### src/rtl/bralu_pkg.sv
package bralu_pkg;
  localparam int DW     = 8;
  localparam int IW     = 16;
  localparam int NFLAG  = 5;
  localparam int NIB    = 4;
  localparam int FC     = 0;
  localparam int FDC    = 1;
  localparam int FZ     = 2;
  localparam int FOV    = 3;
  localparam int FN     = 4;
  localparam int DBIT   = 9;

  localparam logic [NFLAG-1:0] M_ALL  = 5'b11111;
  localparam logic [NFLAG-1:0] M_ZN   = 5'b10100;
  localparam logic [NFLAG-1:0] M_CZN  = 5'b10101;
  localparam logic [NFLAG-1:0] M_Z    = 5'b00100;
  localparam logic [NFLAG-1:0] M_NONE = 5'b00000;

  typedef enum logic [4:0] {
    OP_BAD, OP_ADD, OP_ADDC, OP_SUBFW, OP_SUBFWB, OP_SUBWFB,
    OP_INC, OP_DEC, OP_NEG, OP_AND, OP_IOR, OP_XOR, OP_COM,
    OP_MOVF, OP_SWAP, OP_RLC, OP_RRC, OP_RLN, OP_RRN, OP_CLR,
    OP_SET, OP_MOVWF, OP_CPEQ, OP_CPGT, OP_CPLT, OP_TST,
    OP_DECSZ, OP_DECSNZ, OP_INCSZ, OP_INCSNZ
  } op_e;

  typedef enum logic [1:0] {DST_NONE, DST_W, DST_F, DST_BY_D} dst_e;

  typedef struct packed {
    op_e              op;
    dst_e             dst;
    logic [NFLAG-1:0] mask;
  } dec_s;

  typedef struct packed {
    logic          c;
    logic          dc;
    logic          ov;
    logic [DW-1:0] r;
  } sum_s;

  // Nibble-split adder: carry out of bit 3 and bit DW-1, signed overflow.
  function automatic sum_s add_bytes(input logic [DW-1:0] a,
                                     input logic [DW-1:0] b,
                                     input logic ci);
    logic [NIB:0]    lo;
    logic [DW-NIB:0] hi;
    sum_s            s;
    lo   = {1'b0, a[NIB-1:0]} + {1'b0, b[NIB-1:0]} + {{NIB{1'b0}}, ci};
    hi   = {1'b0, a[DW-1:NIB]} + {1'b0, b[DW-1:NIB]} + {{(DW-NIB){1'b0}}, lo[NIB]};
    s.r  = {hi[DW-NIB-1:0], lo[NIB-1:0]};
    s.dc = lo[NIB];
    s.c  = hi[DW-NIB];
    s.ov = (a[DW-1] == b[DW-1]) && (s.r[DW-1] != a[DW-1]);
    return s;
  endfunction
endpackage

### src/rtl/bralu_decode.sv
module bralu_decode
  import bralu_pkg::*;
(
  input  logic [IW-1:0] instr,
  output dec_s          dec
);
  always_comb begin
    dec = '{op: OP_BAD, dst: DST_NONE, mask: M_NONE};
    if (instr[15:12] == 4'b0110) begin
      case (instr[11:9])
        3'b000: dec = '{op: OP_CPLT,  dst: DST_NONE, mask: M_NONE};
        3'b001: dec = '{op: OP_CPEQ,  dst: DST_NONE, mask: M_NONE};
        3'b010: dec = '{op: OP_CPGT,  dst: DST_NONE, mask: M_NONE};
        3'b011: dec = '{op: OP_TST,   dst: DST_NONE, mask: M_NONE};
        3'b100: dec = '{op: OP_SET,   dst: DST_F,    mask: M_NONE};
        3'b101: dec = '{op: OP_CLR,   dst: DST_F,    mask: M_Z};
        3'b110: dec = '{op: OP_NEG,   dst: DST_F,    mask: M_ALL};
        default: dec = '{op: OP_MOVWF, dst: DST_F,   mask: M_NONE};
      endcase
    end else begin
      case (instr[15:10])
        6'b000001: dec = '{op: OP_DEC,    dst: DST_BY_D, mask: M_ALL};
        6'b000100: dec = '{op: OP_IOR,    dst: DST_BY_D, mask: M_ZN};
        6'b000101: dec = '{op: OP_AND,    dst: DST_BY_D, mask: M_ZN};
        6'b000110: dec = '{op: OP_XOR,    dst: DST_BY_D, mask: M_ZN};
        6'b000111: dec = '{op: OP_COM,    dst: DST_BY_D, mask: M_ZN};
        6'b001000: dec = '{op: OP_ADDC,   dst: DST_BY_D, mask: M_ALL};
        6'b001001: dec = '{op: OP_ADD,    dst: DST_BY_D, mask: M_ALL};
        6'b001010: dec = '{op: OP_INC,    dst: DST_BY_D, mask: M_ALL};
        6'b001011: dec = '{op: OP_DECSZ,  dst: DST_BY_D, mask: M_NONE};
        6'b001100: dec = '{op: OP_RRC,    dst: DST_BY_D, mask: M_CZN};
        6'b001101: dec = '{op: OP_RLC,    dst: DST_BY_D, mask: M_CZN};
        6'b001110: dec = '{op: OP_SWAP,   dst: DST_BY_D, mask: M_NONE};
        6'b001111: dec = '{op: OP_INCSZ,  dst: DST_BY_D, mask: M_NONE};
        6'b010000: dec = '{op: OP_RRN,    dst: DST_BY_D, mask: M_ZN};
        6'b010001: dec = '{op: OP_RLN,    dst: DST_BY_D, mask: M_ZN};
        6'b010010: dec = '{op: OP_INCSNZ, dst: DST_BY_D, mask: M_NONE};
        6'b010011: dec = '{op: OP_DECSNZ, dst: DST_BY_D, mask: M_NONE};
        6'b010100: dec = '{op: OP_MOVF,   dst: DST_BY_D, mask: M_ZN};
        6'b010101: dec = '{op: OP_SUBWFB, dst: DST_BY_D, mask: M_ALL};
        6'b010110: dec = '{op: OP_SUBFWB, dst: DST_BY_D, mask: M_ALL};
        6'b010111: dec = '{op: OP_SUBFW,  dst: DST_BY_D, mask: M_ALL};
        default:   dec = '{op: OP_BAD,    dst: DST_NONE, mask: M_NONE};
      endcase
    end
  end
endmodule

### src/rtl/bralu_datapath.sv
module bralu_datapath
  import bralu_pkg::*;
(
  input  op_e              op,
  input  logic [DW-1:0]    wv,
  input  logic [DW-1:0]    fv,
  input  logic             ci,
  output logic [DW-1:0]    res,
  output logic [NFLAG-1:0] raw_flags
);
  localparam logic [DW-1:0] ONE  = DW'(1);
  localparam logic [DW-1:0] ZERO = '0;
  localparam logic [DW-1:0] ONES = '1;

  sum_s s;
  logic c_rot;

  always_comb begin
    unique case (op)
      OP_ADD:                      s = add_bytes(fv, wv, 1'b0);
      OP_ADDC:                     s = add_bytes(fv, wv, ci);
      OP_SUBFW:                    s = add_bytes(fv, ~wv, 1'b1);
      OP_SUBFWB:                   s = add_bytes(fv, ~wv, ci);
      OP_SUBWFB:                   s = add_bytes(wv, ~fv, ci);
      OP_INC, OP_INCSZ, OP_INCSNZ: s = add_bytes(fv, ONE, 1'b0);
      OP_DEC, OP_DECSZ, OP_DECSNZ: s = add_bytes(fv, ONES, 1'b0);
      OP_NEG:                      s = add_bytes(ZERO, ~fv, 1'b1);
      default:                     s = add_bytes(fv, ZERO, 1'b0);
    endcase
  end

  always_comb begin
    c_rot = s.c;
    unique case (op)
      OP_AND:   res = fv & wv;
      OP_IOR:   res = fv | wv;
      OP_XOR:   res = fv ^ wv;
      OP_COM:   res = ~fv;
      OP_SWAP:  res = {fv[NIB-1:0], fv[DW-1:NIB]};
      OP_RLC:   begin res = {fv[DW-2:0], ci};      c_rot = fv[DW-1]; end
      OP_RRC:   begin res = {ci, fv[DW-1:1]};      c_rot = fv[0];    end
      OP_RLN:   res = {fv[DW-2:0], fv[DW-1]};
      OP_RRN:   res = {fv[0], fv[DW-1:1]};
      OP_CLR:   res = ZERO;
      OP_SET:   res = ONES;
      OP_MOVWF: res = wv;
      OP_MOVF, OP_CPEQ, OP_CPGT, OP_CPLT, OP_TST, OP_BAD: res = fv;
      default:  res = s.r;
    endcase
  end

  always_comb begin
    raw_flags      = '0;
    raw_flags[FC]  = c_rot;
    raw_flags[FDC] = s.dc;
    raw_flags[FOV] = s.ov;
    raw_flags[FZ]  = (res == ZERO);
    raw_flags[FN]  = res[DW-1];
  end
endmodule

### src/rtl/bralu_skip.sv
module bralu_skip
  import bralu_pkg::*;
(
  input  op_e           op,
  input  logic [DW-1:0] wv,
  input  logic [DW-1:0] fv,
  input  logic [DW-1:0] res,
  output logic          skip
);
  logic res_zero;
  assign res_zero = (res == '0);

  always_comb begin
    unique case (op)
      OP_CPEQ:             skip = (fv == wv);
      OP_CPGT:             skip = (fv > wv);
      OP_CPLT:             skip = (fv < wv);
      OP_TST:              skip = (fv == '0);
      OP_INCSZ, OP_DECSZ:  skip = res_zero;
      OP_INCSNZ, OP_DECSNZ: skip = !res_zero;
      default:             skip = 1'b0;
    endcase
  end
endmodule

### src/rtl/bralu_core.sv
module bralu_core
  import bralu_pkg::*;
(
  input  logic [IW-1:0]    instr,
  input  logic [DW-1:0]    wreg,
  input  logic [DW-1:0]    fval,
  input  logic             cin,
  output logic [DW-1:0]    result,
  output logic             wr_w,
  output logic             wr_f,
  output logic [NFLAG-1:0] flags,
  output logic [NFLAG-1:0] flag_mask,
  output logic             skip,
  output logic             op_valid
);
  dec_s             dec;
  logic [NFLAG-1:0] raw_flags;
  logic             dbit;

  bralu_decode u_dec (.instr(instr), .dec(dec));

  bralu_datapath u_dp (
    .op(dec.op), .wv(wreg), .fv(fval), .ci(cin),
    .res(result), .raw_flags(raw_flags)
  );

  bralu_skip u_skp (
    .op(dec.op), .wv(wreg), .fv(fval), .res(result), .skip(skip)
  );

  assign dbit      = instr[DBIT];
  assign op_valid  = (dec.op != OP_BAD);
  assign wr_w      = (dec.dst == DST_W) || ((dec.dst == DST_BY_D) && !dbit);
  assign wr_f      = (dec.dst == DST_F) || ((dec.dst == DST_BY_D) && dbit);
  assign flag_mask = dec.mask;
  assign flags     = raw_flags & dec.mask;
endmodule

### config.mk
export PLATFORM = sky130hd
export DESIGN_NAME = bralu_core
export DESIGN_NICKNAME = d
export VERILOG_FILES = /design/src/rtl/bralu_pkg.sv /design/src/rtl/bralu_decode.sv /design/src/rtl/bralu_datapath.sv /design/src/rtl/bralu_skip.sv /design/src/rtl/bralu_core.sv
export SDC_FILE = /design/constraint.sdc
export NUM_CORES = 1
export LEC_CHECK = 0
export ABC_CLOCK_PERIOD_IN_PS = 7650
export BUFFER_PORTS_ARGS = -buffer_cell sky130_fd_sc_hd__buf_2
export CORE_ASPECT_RATIO = 1.25
export CORE_MARGIN = 2
export CORE_UTILIZATION = 63
export DETAILED_ROUTE_END_ITERATION = 7
export PLACE_DENSITY = 0.92
export SLEW_MARGIN = 40
export SYNTH_ARGS = -nofsm -noshare
export SYNTH_HDL_FRONTEND = slang
export SYNTH_SLANG_ARGS = --single-unit
### constraint.sdc
create_clock -name vclk -period 7.65
set_input_delay 1.1475 -clock vclk [all_inputs]
set_output_delay 1.1475 -clock vclk [all_outputs]
set_load 0.05 [all_outputs]
Word-level counts from Yosys, hierarchy flattened
Memory sizes are Yosys's and may differ from the RTL's.
Cells that the tools add are included.
W data, S select, Z words.
{"block": "word_totals", "register_bits": 0, "romBits": 384, "inputBits": 33, "wordCells": 114, "memories": 1}
{"block": "op_classes", "add_sub_neg": 22, "order_cmp": 2, "n_eq_ne": 50, "muxes": 7, "n_bitwise": 8, "reduce_logical": 24}
{"memory": "(no name shown)", "depth": 32, "word_bits": 12, "read_ports": 1, "rd_clocked_by_memory_dff": 0, "write_ports": 0, "line_no": "bralu_decode.sv:21", "text": "case (instr[15:10])"}
{"op": "$pmux W8 S13", "count": 1}
{"op": "$pmux W11 S8", "count": 1}
{"op": "$pmux W12 S7", "count": 1}
{"op": "$eq A5 B5 Y1 const B", "count": 14}
{"op": "$add A5 B1 Y5", "count": 9}
{"op": "$eq A5 B4 Y1 const B", "count": 8}
{"op": "$add A4 B4 Y5", "count": 6}
{"op": "$mux W12", "count": 2}
{"op": "$eq A5 B3 Y1 const B", "count": 4}
{"op": "$logic_not A8 Y1", "count": 2}
{"op": "$not A8 Y8", "count": 2}
{"op": "$add A4 B1 Y5", "count": 2}
{"op": "$add A4 B1 Y5 const B", "count": 2}
{"op": "$add A4 B4 Y5 const B", "count": 2}
{"op": "$eq A5 B2 Y1 const B", "count": 2}
{"op": "$logic_and A1 B1 Y1", "count": 10}
{"op": "$eq A3 B3 Y1 const B", "count": 3}
{"op": "$and A8 B8 Y8", "count": 1}
{"op": "$eq A8 B8 Y1", "count": 1}
{"op": "$gt A8 B8 Y1", "count": 1}
{"op": "$lt A8 B8 Y1", "count": 1}
{"op": "$or A8 B8 Y8", "count": 1}
{"op": "$xor A8 B8 Y8", "count": 1}
{"op": "$ne A1 B1 Y1", "count": 7}
{"op": "other kinds (20)", "count": 29}

Logic depth before layout (Yosys ltp)
Gate-level depths: netlist of run 1.
{"block": "logic_depth", "ltp_word": 11, "depth_mapped": 20}

Hierarchy
Synthesis of run 1 repeated with hierarchy kept, for this count alone.
{"block": "hier_totals", "hier_cells": 604, "area_unflattened_um2": 4267.8}
{"module": "bralu_datapath", "instances": 1, "cells_each": 461, "area_each_um2": 3321.9, "seq_area_each_um2": 0.0}
{"module": "bralu_decode", "instances": 1, "cells_each": 88, "area_each_um2": 559.3, "seq_area_each_um2": 0.0}
{"module": "bralu_skip", "instances": 1, "cells_each": 44, "area_each_um2": 324.1, "seq_area_each_um2": 0.0}
{"module": "bralu_core", "instances": 1, "cells_each": 11, "area_each_um2": 62.6, "seq_area_each_um2": 0.0}

Least setup slack after synthesis of run 1
Ideal clock, no wire load.
{"block": "synth_timing", "path_type": "input to output", "from": "in fval[1]", "to": "out flags[2]", "arrival_ns": 6.364, "setup_slack_ns": 0.139, "cell_stages": 17, "path_buffers": 2, "path_cell_list": "clkbuf_1 > inv_1 > fa_1 > clkbuf_1 > or3_1 > o21ai_0 > nand2_1 > xor2_1 > ha_1 > ha_1 > mux2i_1 > o22ai_1 > a2111oi_0 > o2111ai_1 > inv_1 > nand4b_1 > nor4bb_1"}
{"block": "synth_via", "elab_chain_cells": 8, "word_cells_on_any_way": 26, "cone_classes": "add/sub (18); mux (2); bitwise (5); reduce/logical (1)"}
{"element": "start, declared", "line_no": "bralu_core.sv:6", "text": "input logic [DW-1:0] fval,"}
{"element": "$not A8 Y8", "line_no": "bralu_datapath.sv:24, bralu_datapath.sv:27"}
{"element": "$add A4 B4 Y5", "line_no": "bralu_pkg.sv:49", "text": "lo = {1'b0, a[NIB-1:0]} + {1'b0, b[NIB-1:0]} + {{NIB{1'b0}}, ci};"}
{"element": "$add A5 B1 Y5", "line_no": "bralu_pkg.sv:49"}
{"element": "$add A5 B1 Y5", "line_no": "bralu_pkg.sv:50", "text": "hi = {1'b0, a[DW-1:NIB]} + {1'b0, b[DW-1:NIB]} + {{(DW-NIB){1'b0}}, lo[NIB]};"}
{"element": "$pmux W11 S8", "line_no": "bralu_datapath.sv:19", "text": "unique case (op)"}
{"element": "$pmux W8 S13 *", "line_no": "bralu_datapath.sv:34", "text": "unique case (op)"}
{"element": "net result[5]", "line_no": "bralu_core.sv:8", "text": "output logic [DW-1:0] result,"}
{"element": "$logic_not A8 Y1 *", "line_no": "bralu_datapath.sv:57", "text": "raw_flags[FZ] = (res == ZERO);"}
{"element": "$and A5 B5 Y5 *", "line_no": "bralu_core.sv:36", "text": "assign flags = raw_flags & dec.mask;"}
{"element": "end, declared", "line_no": "bralu_core.sv:11", "text": "output logic [NFLAG-1:0] flags,"}
Mark *: on every way through the listed nets, which the timed path passes. The rest lies on a longest branch.

Worst setup path in the final report of run 1
{"block": "layout_timing", "from": "in fval[0]", "to": "out skip"}
{"block": "layout_via", "elab_chain_cells": 9, "word_cells_on_any_way": 31, "cone_classes": "add/sub (18); order compare (2); eq/ne (1); mux (3); bitwise (4); reduce/logical (3)"}
{"element": "$not A8 Y8", "line_no": "bralu_datapath.sv:24, bralu_datapath.sv:27, bralu_datapath.sv:38"}
{"element": "$add A4 B4 Y5", "line_no": "bralu_pkg.sv:49"}
{"element": "$add A5 B1 Y5", "line_no": "bralu_pkg.sv:49"}
{"element": "$add A5 B1 Y5", "line_no": "bralu_pkg.sv:50"}
{"element": "$pmux W11 S8", "line_no": "bralu_datapath.sv:19"}
{"element": "$pmux W8 S13", "line_no": "bralu_datapath.sv:34"}
{"element": "$logic_not A8 Y1", "line_no": "bralu_skip.sv:11", "text": "assign res_zero = (res == '0);"}
{"element": "$logic_not A1 Y1", "line_no": "bralu_skip.sv:20", "text": "OP_INCSNZ, OP_DECSNZ: skip = !res_zero;"}
{"element": "$pmux W1 S6 *", "line_no": "bralu_skip.sv:14", "text": "unique case (op)"}
{"element": "end, declared", "line_no": "bralu_core.sv:13", "text": "output logic skip,"}
Mark *: on every way between the ends. The rest lies on a longest branch, timed or not.

==> results of run 1 <==
[metal layers]
metal / share of wire [%] / vias up
li1: - / 2570
met2: 44 / 487
met5: 0 / -
met3: 12 / 133
met1: 36 / 2619
met4: 7.7 / 0
[layout by cell type (no fill, tap or decap), types with 11 or more instances in the layout]
cell	n
ha_1	63
nand2_1	61
nor2_1	49
buf_2	46
a21oi_1	45
inv_1	40
o21ai_0	35
buf_4	30
nand3_1	27
nor3_1	26
a22oi_1	17
xor2_1	15
xnor2_1	14
and3_1	11
[final cells by class]
type	instances	area (um^2)	area share, %
inverters	41	154	3.12
repair buffers	76	455	9.24
multi-input cells	576	4210	85.3
well taps	90	113	2.29
[power breakdown]
part | switching [uW] | internal (uW) | leakage, uW | total (uW)
Sequential | 0 | 0 | 0 | 0
Clock | 0 | 0 | 0 | 0
Combinational | 352 | 169 | 0.00216 | 522
[worst max-delay path, cell delays in order]
cell and delay, ns:
buf_2 0.35, ha_1 0.27, inv_1 0.06, fa_1 0.53, or3_1 0.40, o21ai_0 0.14, nand2_1 0.11, xor2_1 0.32
ha_1 0.26, ha_1 0.25, mux2i_1 0.18, o22ai_1 0.12, a2111oi_0 0.44, buf_4 0.19, o2111ai_1 0.17, inv_1 0.10
nand4b_1 0.15, or4b_1 0.55, a31o_1 0.21, buf_2 0.20
[final timing paths]
kind,depth (start not counted),slack [ns],end,from
max,20,0.35,skip,fval[0]
min,3,2.79,wr_w,instr[9]
[kinds of logic after synthesis]
family | after synthesis | share of synthesized area (%)
compound gates | 229 | 36.0
fa+ha+maj | 72 | 21.1
mux | 12 | 2.72
simple gates | 233 | 25.6
buf+inv | 90 | 8.45
xor+xnor | 30 | 6.11
[per-stage QoR]
| stage | total power [uW] | cell area [um^2] | std cells | setup slack [ns] | utilization (%) |
|---|---|---|---|---|---|
| 2_1_floorplan | 355 | 4550 | 666 | 0.139 | - |
| 3_3_place_gp | 488 | 4930 | 783 | 0.673 | 70.6 |
| 3_5_place_dp | 499 | 4930 | 783 | 0.529 | 70.6 |
| 4_1_cts | 502 | 4930 | 783 | 0.481 | 70.6 |
| 5_1_grt | 547 | 4930 | 783 | 0.0245 | 70.6 |
| 6_report | 522 | 4930 | 783 | 0.347 | 70.6 |
==> metrics.md, run 1 <==
| Metric | Value |
|---|---|
| Via density | `7.42` |
| Peak supply drop | `0.0675 mV` |
| Max frequency | `137 MHz` |
| Post-synthesis net count | `770` |
| Status | `finished, final reports clean` |
| Remaining Overflow, GRT | `0` |
| Slew HR | `43.6%` |
| Layout cells sized above 1 | `14.0%` |
| DRT Pass-1 Iters | `7` |
| RePlAce Congestion | `1.04` |
| Max cap viols | `0` |
| Routed wire length | `17,800 um` |
| Initial antenna violation count | `0` |
| Die Ht | `99.0 um` |
| Min Hold Slack | `2.79 ns` |
| Fin crit share | `95.5%` |
| Drt drc | `0` |
| Synth top area share | `17.3%` |
| Worst-margin pin slew | `0.841 ns` |
| Initial Util | `65.2%` |
| Layout area overhead | `8.37%` |
| Syn_area_per_cell | `6.83 um^2` |
| Hold crit path type | `input pin to output pin` |
| Syn. warnings | `0` |
| RSZ-0062 raised after global routing | `no` |
| Post-layout min period | `7.30 ns` |
| Required time worst endpoint | `6.50 ns` |
| Seq cells | `0` |
| Final setup viols | `0` |
| M2 GR Usage | `71.7%` |
| CTS Hold Bufs | `0` |
| Largest net degree at the start of global routing | `24` |
| Mapped Cells | `666` |
| Mapped Area | `4550 um^2` |
| Synth cell count leaders | `ha_1 (63), nand2_1 (61), nor2_1 (49)` |
| Clkbuf count | `0` |
| First-pass GRT wire length | `27,400 um` |
| Number of nets in the layout | `799` |
| DIE AREA | `7920 um^2` |
| CP Launch Type | `input pin` |
| Final ANT Viol Nets | `0` |
| Post-detailed-placement half-perimeter wirelength | `13,600 um` |
| Slew Limit Fails | `0` |
| Leak | `0.00216 uW` |
| Top cells by area, synth | `ha_1 (17%), nand2_1 (5.0%), a21oi_1 (5.0%)` |
| Worst Path Max Fanout | `18` |
| Post-CTS resize count | `0` |
| Filler cell count | `617` |
| Post-synthesis sequential area ratio | `0%` |
| Routing usage on met3 | `7.05%` |
| Vias in the first global route | `5,366` |
| Most Crowded Layer GR | `met2` |
| Cell taking the most area after synthesis | `ha_1` |
| Met1 usage | `53.4%` |
| Crit end category | `output pin` |
| Final Hold Fails | `0` |
| Crit path kind | `input pin to output pin` |
| IO Port Bufs | `46` |
| FF+latch area | `0 um^2` |
| # IOs | `55` |
| # diodes | `0` |
| Synth cell types | `80` |
| Power per cell area | `106 nW/um^2` |
| Vias | `5,809` |
| Final setup TNS | `0 ns` |
| Drt wl/cell | `22.7 um` |
| GRT Overall Usage | `43.6%` |
| Core Region | `6980 um^2` |
| Critical Path AT | `6.16 ns` |
| Setup bufs post-CTS | `0` |
| Die width | `80.0 um` |
| # rows | `34` |
| Iteration-0 DRC Markers | `726` |
| Most frequent cell after synthesis | `ha_1` |
No activity file was read; power rests on OpenSTA's default activity.
==> run 2, diff against run 1 <==
--- a/config.mk
+++ b/config.mk
@@ -9,10 +9,11 @@
 export BUFFER_PORTS_ARGS = -buffer_cell sky130_fd_sc_hd__buf_2
 export CORE_ASPECT_RATIO = 1.25
 export CORE_MARGIN = 2
-export CORE_UTILIZATION = 63
+export CORE_UTILIZATION = 62
 export DETAILED_ROUTE_END_ITERATION = 7
 export PLACE_DENSITY = 0.92
 export SLEW_MARGIN = 40
 export SYNTH_ARGS = -nofsm -noshare
 export SYNTH_HDL_FRONTEND = slang
+export SYNTH_HIERARCHICAL = 1
 export SYNTH_SLANG_ARGS = --single-unit
==> run 2 against run 1 <==
Effect of this change:
- worst setup slack worse by 0.071 ns
- cell count decreased by 8.2%
- final area down 7.8%
- global-route usage is 4.3 points lower
- maximum frequency down 0.96%
- die area fell by 4.4%
- total power fell by 12%
- largest power group unchanged
==> metrics.md, run 2 <==
| Metric | Value |
|---|---|
| Drt drc | `0` |
| Comb power frac | `100.0%` |
| Initial antenna violation count | `0` |
| Required time worst endpoint | `6.50 ns` |
| Seq cells | `0` |
| Post-synthesis net count | `715` |
| FF+latch area | `0 um^2` |
| Final ANT Viol Nets | `0` |
| Synth cell count leaders | `ha_1 (70), nand2_1 (47), inv_1 (46)` |
| Mapped Cells | `604` |
| Final worst slack | `0.276 ns` |
| Slew Limit Fails | `0` |
| Crit end category | `output pin` |
| DIE AREA | `7570 um^2` |
| Hold crit path type | `input pin to output pin` |
| Worst Path Max Fanout | `18` |
| Vias | `5,173` |
| Die width | `78.2 um` |
| CTS Hold Bufs | `0` |
| Post-layout min period | `7.37 ns` |
| Largest net degree at the start of global routing | `38` |
| # diodes | `0` |
| Layout area overhead | `6.42%` |
| Final Instance Area | `4540 um^2` |
| Syn_area_per_cell | `7.07 um^2` |
| Critical Path AT | `6.23 ns` |
| Top cells by area, synth | `ha_1 (21%), a21oi_1 (5.2%), nand2_1 (4.1%)` |
| Core Region | `6610 um^2` |
| Syn. warnings | `6` |
| Synth top area share | `20.5%` |
| Vias in the first global route | `4,726` |
| Peak supply drop | `0.130 mV` |
| Post-synthesis sequential area ratio | `0%` |
| Most frequent cells in the layout | `ha_1 (70), nand2_1 (47), inv_1 (46), buf_2 (46), a21oi_1 (44)` |
| Fin crit share | `96.4%` |
| P_int | `151 uW` |
| Share of power burned in registers | `0%` |
| GRT Overall Usage | `39.2%` |
| Final setup viols | `0` |
| Initial Util | `64.6%` |
| IO Port Bufs | `46` |
| # rows | `33` |
| Power per cell area | `102 nW/um^2` |
| # IOs | `55` |
| Cell taking the most area after synthesis | `ha_1` |
| First-pass GRT wire length | `24,300 um` |
| Layout cells sized above 1 | `13.6%` |
| Leak | `0.00207 uW` |
| Status | `finished, final reports clean` |
| Routed wire length | `15,200 um` |
| Synth cell types | `78` |
| Clkbuf count | `0` |
| Final Hold Fails | `0` |
| P_sw | `311 uW` |
| Most common cell after layout, fill and taps aside | `ha_1` |
| Iteration-0 DRC Markers | `622` |
| Dpl ws | `0.459 ns` |
| Crit path kind | `input pin to output pin` |
| DRT Pass-1 Iters | `5` |
| Number of nets in the layout | `745` |
| Die Ht | `96.8 um` |
| Via density | `7.19` |
| Power share of the clock group | `0%` |
| Remaining Overflow, GRT | `0` |
| Post-detailed-placement half-perimeter wirelength | `12,000 um` |
| Max frequency | `136 MHz` |
| Cell Area, Placed | `4540 um^2` |
| Most frequent cell after synthesis | `ha_1` |
| Drt wl/cell | `21.2 um` |
| RSZ-0062 raised after global routing | `no` |
| Switching Share | `67.4%` |
| RePlAce Congestion | `1.01` |
| Final setup TNS | `0 ns` |
| Slew HR | `48.0%` |
| Worst-margin pin slew | `0.772 ns` |
| Max cap viols | `0` |
| CP Launch Type | `input pin` |
| Mapped Area | `4270 um^2` |
-- run 2: power groups by stage --
| stage | sequential, uW | clock [uW] | combinational, uW |
|---|---|---|---|
| 6_report | 0 | 0 | 461 |
| 5_1_grt | 0 | 0 | 492 |
| 4_1_cts | 0 | 0 | 447 |
| 3_5_place_dp | 0 | 0 | 445 |
| 3_3_place_gp | 0 | 0 | 436 |
| 2_1_floorplan | 0 | 0 | 328 |
-- run 2: final cells by class --
cell class | count | area (um^2)
multi-input cells | 520 | 3880
fillers | 602 | 2060
repair buffers | 66 | 380
inverters | 46 | 173
well taps | 87 | 109
-- run 2: stage by stage --
stage	power [uW]	util (%)	hold slack (ns)	instances
after detailed placement	445	68.7	2.76	719
after floorplan	328	-	2.61	604
after CTS	447	68.7	2.76	719
after global placement	436	68.7	2.76	719
final	461	68.8	2.76	719
after global routing	492	68.8	2.80	719
-- run 2: repair_timing --
item / CTS / global route
setup endpoints to repair: 0 / 1
buffers inserted: 0 / 0
resized for setup: 0 / 1
-- run 2: kinds of logic after synthesis --
family | after synthesis | share of synthesized area, %
simple gates | 209 | 26.5
compound gates | 197 | 31.9
buf+inv | 84 | 9.21
fa+ha+maj | 78 | 24.3
xor+xnor | 27 | 5.86
mux | 9 | 2.23
-- run 2: routing by layer --
| metal | vias up | routed length [um] | global-route usage, % | part of all wire (%) |
|---|---|---|---|---|
| li1 | 2309 | - | - | - |
| met1 | 2396 | 5940 | 51.4 | 39 |
| met2 | 388 | 6960 | 64.3 | 46 |
| met3 | 80 | 1380 | 4.01 | 9.0 |
| met4 | 0 | 930 | 17.9 | 6.1 |
| met5 | - | 0 | 0 | 0 |
-- run 2: critical path, cell delays in order --
cell and delay (ns):
buf_2 0.24, inv_1 0.20, ha_1 0.26, nor4_1 0.38
a211o_1 0.28, a2111oi_2 0.07, a21o_1 0.39, nor3b_2 0.40
nand2_2 0.19, and3_1 0.26, or4_1 0.51, a221oi_1 0.36
nand4_1 0.34, nor4_2 0.34, nand2_1 0.10, xnor2_1 0.13
a41oi_1 0.24, o311ai_1 0.12, buf_2 0.23
-- run 2: worst paths after layout --
| path | from | endpoint | slack (ns) | cells past startpoint |
|---|---|---|---|---|
| setup / recovery | instr[11] | skip | 0.28 | 19 |
| hold / removal | instr[9] | wr_f | 2.76 | 4 |
